**src/rtl/ps2_rx_pkg.sv**
```systemverilog
package ps2_rx_pkg;
  typedef enum logic [1:0] {
    PH_IDLE   = 2'd0,
    PH_DATA   = 2'd1,
    PH_PARITY = 2'd2,
    PH_STOP   = 2'd3
  } rx_phase_e;
endpackage

```
**src/rtl/ps2_line_sync.sv**
```systemverilog
module ps2_line_sync #(
  parameter int WIDTH = 2
) (
  input  logic             clk,
  input  logic             rst_n,
  input  logic [WIDTH-1:0] line_i,
  output logic [WIDTH-1:0] line_o
);
  for (genvar g = 0; g < WIDTH; g++) begin : g_bit
    logic meta_q, stable_q;
    always_ff @(posedge clk or negedge rst_n) begin
      if (!rst_n) begin
        meta_q   <= 1'b1;
        stable_q <= 1'b1;
      end else begin
        meta_q   <= line_i[g];
        stable_q <= meta_q;
      end
    end
    assign line_o[g] = stable_q;
  end
endmodule

```
**src/rtl/ps2_idle_timer.sv**
```systemverilog
module ps2_idle_timer #(
  parameter int CLK_HZ     = 2_000_000,
  parameter int TIMEOUT_US = 100
) (
  input  logic clk,
  input  logic rst_n,
  input  logic run_i,
  input  logic kick_i,
  output logic expire_o
);
  localparam int TMO_CYC = (CLK_HZ / 1_000_000) * TIMEOUT_US;
  localparam int CW      = $clog2(TMO_CYC + 1);
  localparam logic [CW-1:0] LAST = CW'(TMO_CYC - 1);

  logic [CW-1:0] cnt_q, cnt_d;
  logic          cnt_en;

  assign expire_o = run_i && !kick_i && (cnt_q == LAST);
  assign cnt_en   = 1'b1;

  always_comb begin
    cnt_d = cnt_q;
    if (kick_i || !run_i || expire_o) cnt_d = '0;
    else                              cnt_d = cnt_q + 1'b1;
  end

  always_ff @(posedge clk or negedge rst_n) begin
    if (!rst_n)      cnt_q <= '0;
    else if (cnt_en) cnt_q <= cnt_d;
  end
endmodule

```
**src/rtl/ps2_rx_fsm.sv**
```systemverilog
module ps2_rx_fsm
  import ps2_rx_pkg::*;
#(
  parameter int DATA_BITS = 8
) (
  input  logic                 clk,
  input  logic                 rst_n,
  input  logic                 fall_i,
  input  logic                 dat_i,
  input  logic                 expire_i,
  output rx_phase_e            phase_o,
  output logic [DATA_BITS-1:0] code_o,
  output logic                 valid_o,
  output logic                 resend_o
);
  localparam int BW = (DATA_BITS > 1) ? $clog2(DATA_BITS) : 1;
  localparam logic [BW-1:0] LAST_BIT = BW'(DATA_BITS - 1);

  rx_phase_e            ph_q, ph_d;
  logic [DATA_BITS-1:0] sh_q, sh_d, code_q, code_d;
  logic [BW-1:0]        bit_q, bit_d;
  logic                 par_q, par_d;
  logic                 val_q, val_d, rsd_q, rsd_d;

  always_comb begin
    ph_d   = ph_q;
    sh_d   = sh_q;
    bit_d  = bit_q;
    par_d  = par_q;
    code_d = code_q;
    val_d  = 1'b0;
    rsd_d  = 1'b0;
    if (expire_i) begin
      ph_d  = PH_IDLE;
      sh_d  = '0;
      bit_d = '0;
      par_d = 1'b0;
    end else if (fall_i) begin
      unique case (ph_q)
        PH_IDLE: begin
          if (!dat_i) begin
            ph_d  = PH_DATA;
            sh_d  = '0;
            bit_d = '0;
            par_d = 1'b0;
          end
        end
        PH_DATA: begin
          sh_d  = {dat_i, sh_q[DATA_BITS-1:1]};
          par_d = par_q ^ dat_i;
          if (bit_q == LAST_BIT) ph_d = PH_PARITY;
          else                   bit_d = bit_q + 1'b1;
        end
        PH_PARITY: begin
          if (par_q ^ dat_i) begin
            ph_d = PH_STOP;
          end else begin
            ph_d  = PH_IDLE;
            sh_d  = '0;
            rsd_d = 1'b1;
          end
        end
        PH_STOP: begin
          ph_d   = PH_IDLE;
          code_d = sh_q;
          val_d  = 1'b1;
        end
        default: ph_d = PH_IDLE;
      endcase
    end
  end

  always_ff @(posedge clk or negedge rst_n) begin
    if (!rst_n) begin
      ph_q   <= PH_IDLE;
      sh_q   <= '0;
      bit_q  <= '0;
      par_q  <= 1'b0;
      code_q <= '0;
      val_q  <= 1'b0;
      rsd_q  <= 1'b0;
    end else begin
      ph_q   <= ph_d;
      sh_q   <= sh_d;
      bit_q  <= bit_d;
      par_q  <= par_d;
      code_q <= code_d;
      val_q  <= val_d;
      rsd_q  <= rsd_d;
    end
  end

  assign phase_o  = ph_q;
  assign code_o   = code_q;
  assign valid_o  = val_q;
  assign resend_o = rsd_q;
endmodule

```
**src/rtl/ps2_frame_rx.sv**
```systemverilog
module ps2_frame_rx
  import ps2_rx_pkg::*;
#(
  parameter int CLK_HZ     = 250_000_000,
  parameter int TIMEOUT_US = 100,
  parameter logic [7:0] RESEND_CMD = 8'hFE
) (
  input  logic       clk,
  input  logic       rst_n,
  input  logic       kb_clk_i,
  input  logic       kb_dat_i,
  input  logic       hold_i,
  output logic [7:0] code_o,
  output logic       code_valid_o,
  output logic       resend_req_o,
  output logic [7:0] resend_cmd_o
);
  logic [1:0] lines_s;
  logic       kclk_s, kdat_s, kclk_prev_q;
  logic       fall_w, take_w, tmo_w;
  rx_phase_e  phase_w;

  ps2_line_sync #(.WIDTH(2)) u_sync (
    .clk    (clk),
    .rst_n  (rst_n),
    .line_i ({kb_dat_i, kb_clk_i}),
    .line_o (lines_s)
  );
  assign kclk_s = lines_s[0];
  assign kdat_s = lines_s[1];

  always_ff @(posedge clk or negedge rst_n) begin
    if (!rst_n) kclk_prev_q <= 1'b1;
    else        kclk_prev_q <= kclk_s;
  end

  assign fall_w = kclk_prev_q && !kclk_s;
  assign take_w = fall_w && !hold_i;

  ps2_idle_timer #(.CLK_HZ(CLK_HZ), .TIMEOUT_US(TIMEOUT_US)) u_tmr (
    .clk      (clk),
    .rst_n    (rst_n),
    .run_i    (phase_w != PH_IDLE),
    .kick_i   (take_w),
    .expire_o (tmo_w)
  );

  ps2_rx_fsm #(.DATA_BITS(8)) u_fsm (
    .clk      (clk),
    .rst_n    (rst_n),
    .fall_i   (take_w),
    .dat_i    (kdat_s),
    .expire_i (tmo_w),
    .phase_o  (phase_w),
    .code_o   (code_o),
    .valid_o  (code_valid_o),
    .resend_o (resend_req_o)
  );

  assign resend_cmd_o = RESEND_CMD;
endmodule

```
**config.mk**
```make
export PLATFORM = sky130hd
export DESIGN_NAME = ps2_frame_rx
export DESIGN_NICKNAME = d
export VERILOG_FILES = /design/src/rtl/ps2_rx_pkg.sv /design/src/rtl/ps2_line_sync.sv /design/src/rtl/ps2_idle_timer.sv /design/src/rtl/ps2_rx_fsm.sv /design/src/rtl/ps2_frame_rx.sv
export SDC_FILE = /design/constraint.sdc
export NUM_CORES = 1
export LEC_CHECK = 0
export BUFFER_PORTS_ARGS = -buffer_cell sky130_fd_sc_hd__buf_2
export CAP_MARGIN = 10
export CORE_AREA = 10 10 93 54
export CTS_CLUSTER_DIAMETER = 80
export CTS_CLUSTER_SIZE = 40
export DETAILED_ROUTE_END_ITERATION = 8
export DIE_AREA = 0 0 103 64
export MAX_ROUTING_LAYER = met4
export PLACE_DENSITY = 0.82
export SLEW_MARGIN = 20
export SYNTH_ARGS = -nofsm -noshare
export SYNTH_HDL_FRONTEND = slang
export SYNTH_SLANG_ARGS = --single-unit
```
**constraint.sdc**
```tcl
create_clock -name clk -period 4.5 [get_ports clk]
set_clock_uncertainty 0.05 [all_clocks]
set_input_delay 0.9 -clock clk [delete_from_list [all_inputs] [get_ports clk]]
set_output_delay 0.9 -clock clk [all_outputs]
set_load 0.01 [all_outputs]
```
# [After elaboration in Yosys (flattened, before gate mapping)]
# Cells that the tools add are included.
[classes] n_addsub=2 eq_ne=9 muxes=28 bitwise_logic=2 reduce_logical=20
[ops] cell="$mux W8" count=4
[ops] cell="$pmux W8 S3" count=1
[ops] cell="$add A15 B1 Y15 const B" count=1
[ops] cell="$eq A15 B15 Y1 const B" count=1
[ops] cell="$mux W15" count=1
[ops] cell="$mux W3" count=4
[ops] cell="$mux W1" count=10
[ops] cell="$mux W2" count=5
[ops] cell="$ne A3 B2 Y1 const B" count=3
[ops] cell="$reduce_and A3 Y1" count=3
[ops] cell="$pmux W2 S4" count=1
[ops] cell="$reduce_and A4 Y1" count=2
[ops] cell="$pmux W3 S2" count=1
[ops] cell="$eq A2 B2 Y1 const B" count=2
[ops] cell="$logic_and A1 B1 Y1" count=4
[ops] cell="$logic_not A1 Y1" count=4
[ops] cell="$reduce_bool A2 Y1" count=2
[ops] cell="$reduce_bool A4 Y1" count=1
[ops] cell="$add A3 B1 Y3 const B" count=1
[ops] cell="$eq A3 B3 Y1 const B" count=1
[ops] cell="$ne A3 B1 Y1 const B" count=1
[ops] cell="$reduce_bool A3 Y1" count=1
[ops] cell="$eq A2 B1 Y1 const B" count=1
[ops] cell="$logic_not A2 Y1" count=1
[ops] cell="4 further kinds" count=5
[totals] regBits=44 input_bits=5 out_inout_bits=18 wordCells=74

# [Depth between registers and ports, before layout]
[logic_depth] word_depth=8 ltp_mapped=6 depth_no_buf=5

# [Cells and area by module]
# Synthesis repeated with hierarchy kept, for this count alone.
[unflattened] cells_unflattened=175 area_unflattened_um2=2092.0
[modules_own_cells] module="ps2_rx_fsm" instances=1 cells_each=81 area_each_um2=1096.1 seq_area_each_um2=600.6
[modules_own_cells] module="ps2_idle_timer" instances=1 cells_each=75 area_each_um2=763.2 seq_area_each_um2=375.4
[modules_own_cells] module="ps2_line_sync" instances=1 cells_each=6 area_each_um2=120.1 seq_area_each_um2=105.1
[modules_own_cells] module="ps2_frame_rx" instances=1 cells_each=13 area_each_um2=112.6 seq_area_each_um2=26.3

# [Worst setup path after synthesis]
# OpenSTA, ideal clock, no wires.
[synth_path] path_type="in2reg" from="input hold_i" to="register u_fsm.bit_q[1]" setup_ps=78 t_arrival_ps=2032 required_ps=4372 slack_ps=2340 stages=5 path_buffers=1 cell_sequence="or3b_1 buf_2 nor3b_4 and2b_1 o2bb2ai_1"
[synth_via] elab_chain_len=7 elab_cells_between_ends=11 cone_classes="2 x eq/ne; 1 x mux; 8 x reduce/logical"
[synth_lines] item="start: declaration" line="ps2_frame_rx.sv:12" text="input logic hold_i,"
[synth_lines] item="$logic_not A1 Y1 (*)" line="ps2_frame_rx.sv:38" text="assign take_w = fall_w && !hold_i;"
[synth_lines] item="$logic_and A1 B1 Y1 (*)" line="ps2_frame_rx.sv:38"
[synth_lines] item="$logic_not A1 Y1" line="ps2_idle_timer.sv:18" text="assign expire_o = run_i && !kick_i && (cnt_q == LAST);"
[synth_lines] item="$logic_and A1 B1 Y1 (2 in series)" line="ps2_idle_timer.sv:18"
[synth_lines] item="$ne A3 B2 Y1 (no source line), or another cell as far along"
[synth_lines] item="$reduce_and A4 Y1 (no source line)"
[synth_lines] item="end signal: assignment" line="ps2_rx_fsm.sv:85" text="bit_q <= bit_d;"
[synth_lines] item="end: declaration" line="ps2_rx_fsm.sv:21" text="logic [BW-1:0] bit_q, bit_d;"
# Mark *: on every way between the ends. The rest lies on a longest branch, timed or not.
# A chain may end at the register's enable or synchronous reset.

# [Final worst setup path]
[layout_path] from="input hold_i" to="register u_fsm.bit_q[2]"
# Same word-level chain as after synthesis.

==> impl_metrics.tcl <==
set metrics [dict create \
    status "complete, no violations" \
    synth.distinct_cells 45 \
    core_um2 3380 \
    r2r-end "u_fsm.bit_q[2]" \
    endpoint "u_fsm.bit_q[2]" \
    start_kind "primary input" \
    crit_fanout 9 \
    dp_cells 232 \
    nFillCells 255 \
    grt_overflow 0 \
    first_iter_violations 29 \
    initial_core_util_pct 61.3 \
    required_ns 4.61 \
    max_freq_ghz 0.448 \
    grt_first_pass_wirelength_mm 6.19 \
    avgSynthCellArea_um2 11.3 \
    root_buffer "clkbuf_8" \
    synth_top_family_by_area "simple AND/OR/NAND/NOR gates" \
    worstRegToRegCells 4 \
    syn_area_um2 2070 \
    htreeDepth 2 \
    irDropWorstVdd_uv 320 \
    path_clk_slew_ns 0.08 \
    maxSlewHeadroom_pct 39.0 \
    synth_compound_area_share_pct 9.31 \
    cts_sinks 44 \
    path_class "in -> reg" \
    vias 1365 \
    final_core_util_pct 66.9 \
    power.density_nw_per_um2 446 \
    rows 15 \
    r2r_start "u_sync.g_bit[0].stable_q" \
    postCtsHoldBufs 0 \
    yosysWarnings 0 \
    synth_simple_gate_area_share_pct 19.9 \
    critPathArrivalTime_ns 2.35 \
    grt_setup_unrepaired "false" \
    portBuffers 14 \
    leakagePower_uw 0.00103 \
    rrSetupSlack_ns 2.41 \
    antenna_found_initial 0 \
    grt_pass1_vias 1310 \
    cts_buffers 5 \
    gp_congestion 0.858 \
    synth_cells 183 \
    num_antenna_cells 0 \
    clock_latency_ns 0.30 \
    hold_viol_final 0 \
    hpwl_mm 2.62 \
    min_path_type "reg -> reg" \
    routedWlPerCell_um 15.0 \
    area_growth_syn_to_layout_pct 9.18 \
    die_area_um2 6590 \
    synth_xor_area_share_pct 5.50 \
    viasPerCell 5.69 \
    die_h_um 64 \
    fin_nets 205 \
    dieWidth_um 103 \
    grt_usage_pct 12.0 \
    post_cts_buffers 0 \
    ctsResizeCount 0 \
    crit_start "hold_i" \
    period_share_pct 49.6 \
    ios 23 \
    firstDrtPassIters 4 \
    ys_seq_area_share_pct 53.5 \
    finalNonFillerCells 240 \
    grt_max_degree 45 \
    postRouteAntennaNets 0 \
    remaining_drc_errors 0 \
    ys_ff_latch 44 \
    synth_fa_ha_area_share_pct 1.81 \
    end_kind "register" \
    muxShareOfSynthArea_pct 4.35 \
    maxCapViolCount 0 \
    ys.flop_type "dfrtp_1" \
    cts_tree "yes" \
    drive_gt1_share_pct 20.7 \
    tightestPinTransition_ns 0.915 \
    fin_crit_ns 2.23 \
    wirelength_mm 3.60 \
    slew_viol_final 0 \
    synthArstFlopShare_pct 100 \
    power_uw 1010 \
    clockBufferDepth 2 \
    synth-edff-count 0 \
    finalSetupTns_ns 0 \
    setup_viol 0 \
]
==> routing by layer <==
layer	global-route usage [%]	vias to the layer above	routed length [µm]
met2	17.5	38	1710
li1	-	658	-
met5	-	-	0
met4	5.17	0	90
met3	3.76	8	160
met1	14.9	661	1640
==> placed cells by master (no fill, tap or decap), types with 2 or more instances in the layout <==
| cell type | synthesis | routed |
|---|---|---|
| a21oi_1 | 5 | 5 |
| a22o_1 | 8 | 8 |
| buf_2 | 1 | 14 |
| bufinv_16 | 0 | 2 |
| clkbuf_8 | 0 | 5 |
| conb_1 | 2 | 8 |
| dfrtp_1 | 39 | 39 |
| dfstp_2 | 5 | 5 |
| ha_1 | 3 | 3 |
| inv_1 | 6 | 6 |
| mux2_2 | 8 | 8 |
| nand2_1 | 10 | 10 |
| nand2b_1 | 2 | 2 |
| nand3_1 | 6 | 6 |
| nand3b_1 | 2 | 2 |
| nand4_1 | 3 | 3 |
| nand4b_1 | 2 | 2 |
| nor2_1 | 19 | 19 |
| nor2b_1 | 2 | 2 |
| nor3_1 | 6 | 6 |
| nor4_1 | 4 | 4 |
| o21ai_0 | 2 | 2 |
| o2bb2ai_1 | 3 | 3 |
| o31ai_1 | 2 | 2 |
| or3_1 | 2 | 2 |
| xnor2_1 | 11 | 11 |
| xor2_1 | 2 | 2 |
==> worst min-delay path by stage <==
stage / startpoint / end / slack [ns] / cells after the start
3_3_place_gp: u_sync.g_bit[0].meta_q / u_sync.g_bit[0].stable_q / 0.30 / 0
3_5_place_dp: u_sync.g_bit[1].meta_q / u_sync.g_bit[1].stable_q / 0.30 / 0
2_1_floorplan: u_sync.g_bit[0].meta_q / u_sync.g_bit[0].stable_q / 0.30 / 0
6_report: u_sync.g_bit[1].meta_q / u_sync.g_bit[1].stable_q / 0.31 / 0
5_1_grt: u_sync.g_bit[1].meta_q / u_sync.g_bit[1].stable_q / 0.31 / 0
4_1_cts: u_sync.g_bit[1].meta_q / u_sync.g_bit[1].stable_q / 0.31 / 0
==> state kept, by name, indices dropped and copies added (netlist names), 2 cells and up <==
| signal | count |
|---|---|
| u_tmr.cnt_q | 15 |
| u_fsm.code_o | 8 |
| u_fsm.sh_q | 8 |
| u_fsm.bit_q | 3 |
| u_fsm.phase_o | 2 |
| u_sync.g_bit.meta_q | 2 |
| u_sync.g_bit.stable_q | 2 |
==> synthesized netlist by cell type (3+ instances only) <==
master	number	area, µm²
nand4_1	3	18.8
nor2_1	19	71.3
mux2_2	8	90.1
ha_1	3	37.5
buf_4	8	60.1
nand2_1	10	37.5
a22o_1	8	70.1
nor4_1	4	25.0
nor3_1	6	30.0
dfstp_2	5	131
dfrtp_1	39	976
o2bb2ai_1	3	26.3
nand3_1	6	30.0
xnor2_1	11	96.3
inv_1	6	22.5
a21oi_1	5	25.0
==> layout make-up <==
type | instances | area (µm²) | share of cell area, %
sequential | 44 | 1110 | 49.0
tap | 42 | 52.6 | 2.32
multi-input combinational | 126 | 876 | 38.7
timing repair buffer | 14 | 70.1 | 3.10
clock inverter | 2 | 60.1 | 2.66
inverter | 6 | 22.5 | 0.996
clock buffer | 6 | 72.6 | 3.21
==> per-stage QoR <==
step	cell area, µm²	setup WS, ns	hold slack (ns)
2_1_floorplan	2090	2.34	0.295
3_3_place_gp	2130	2.09	0.297
3_5_place_dp	2130	1.97	0.299
4_1_cts	2260	2.28	0.311
5_1_grt	2260	2.12	0.313
6_report	2260	2.27	0.311
==> power breakdown <==
part	switching [µW]	total (µW)	internal (µW)
clock	126	348	222
sequential	61.0	517	456
combinational	75.2	143	67.8
==> critical path, stage by stage <==
cell and delay [ns]:
buf_2 0.09, or3b_1 0.29, o21ai_0 0.25, nor4_2 0.66
o2bb2ai_1 0.16
==> cells by family (layout without fill, tap and decap cells) <==
| family | count (synthesis) | after routing |
|---|---|---|
| AO/OA/AOI/OAI | 25 | 25 |
| XOR/XNOR | 13 | 13 |
| adder cells (fa/ha/maj) | 3 | 3 |
| buffers and inverters | 19 | 28 |
| flip-flops | 44 | 44 |
| multiplexers | 8 | 8 |
| other | 2 | 8 |
| AND/OR/NAND/NOR | 69 | 69 |
No activity file was read; power rests on OpenSTA's default activity.
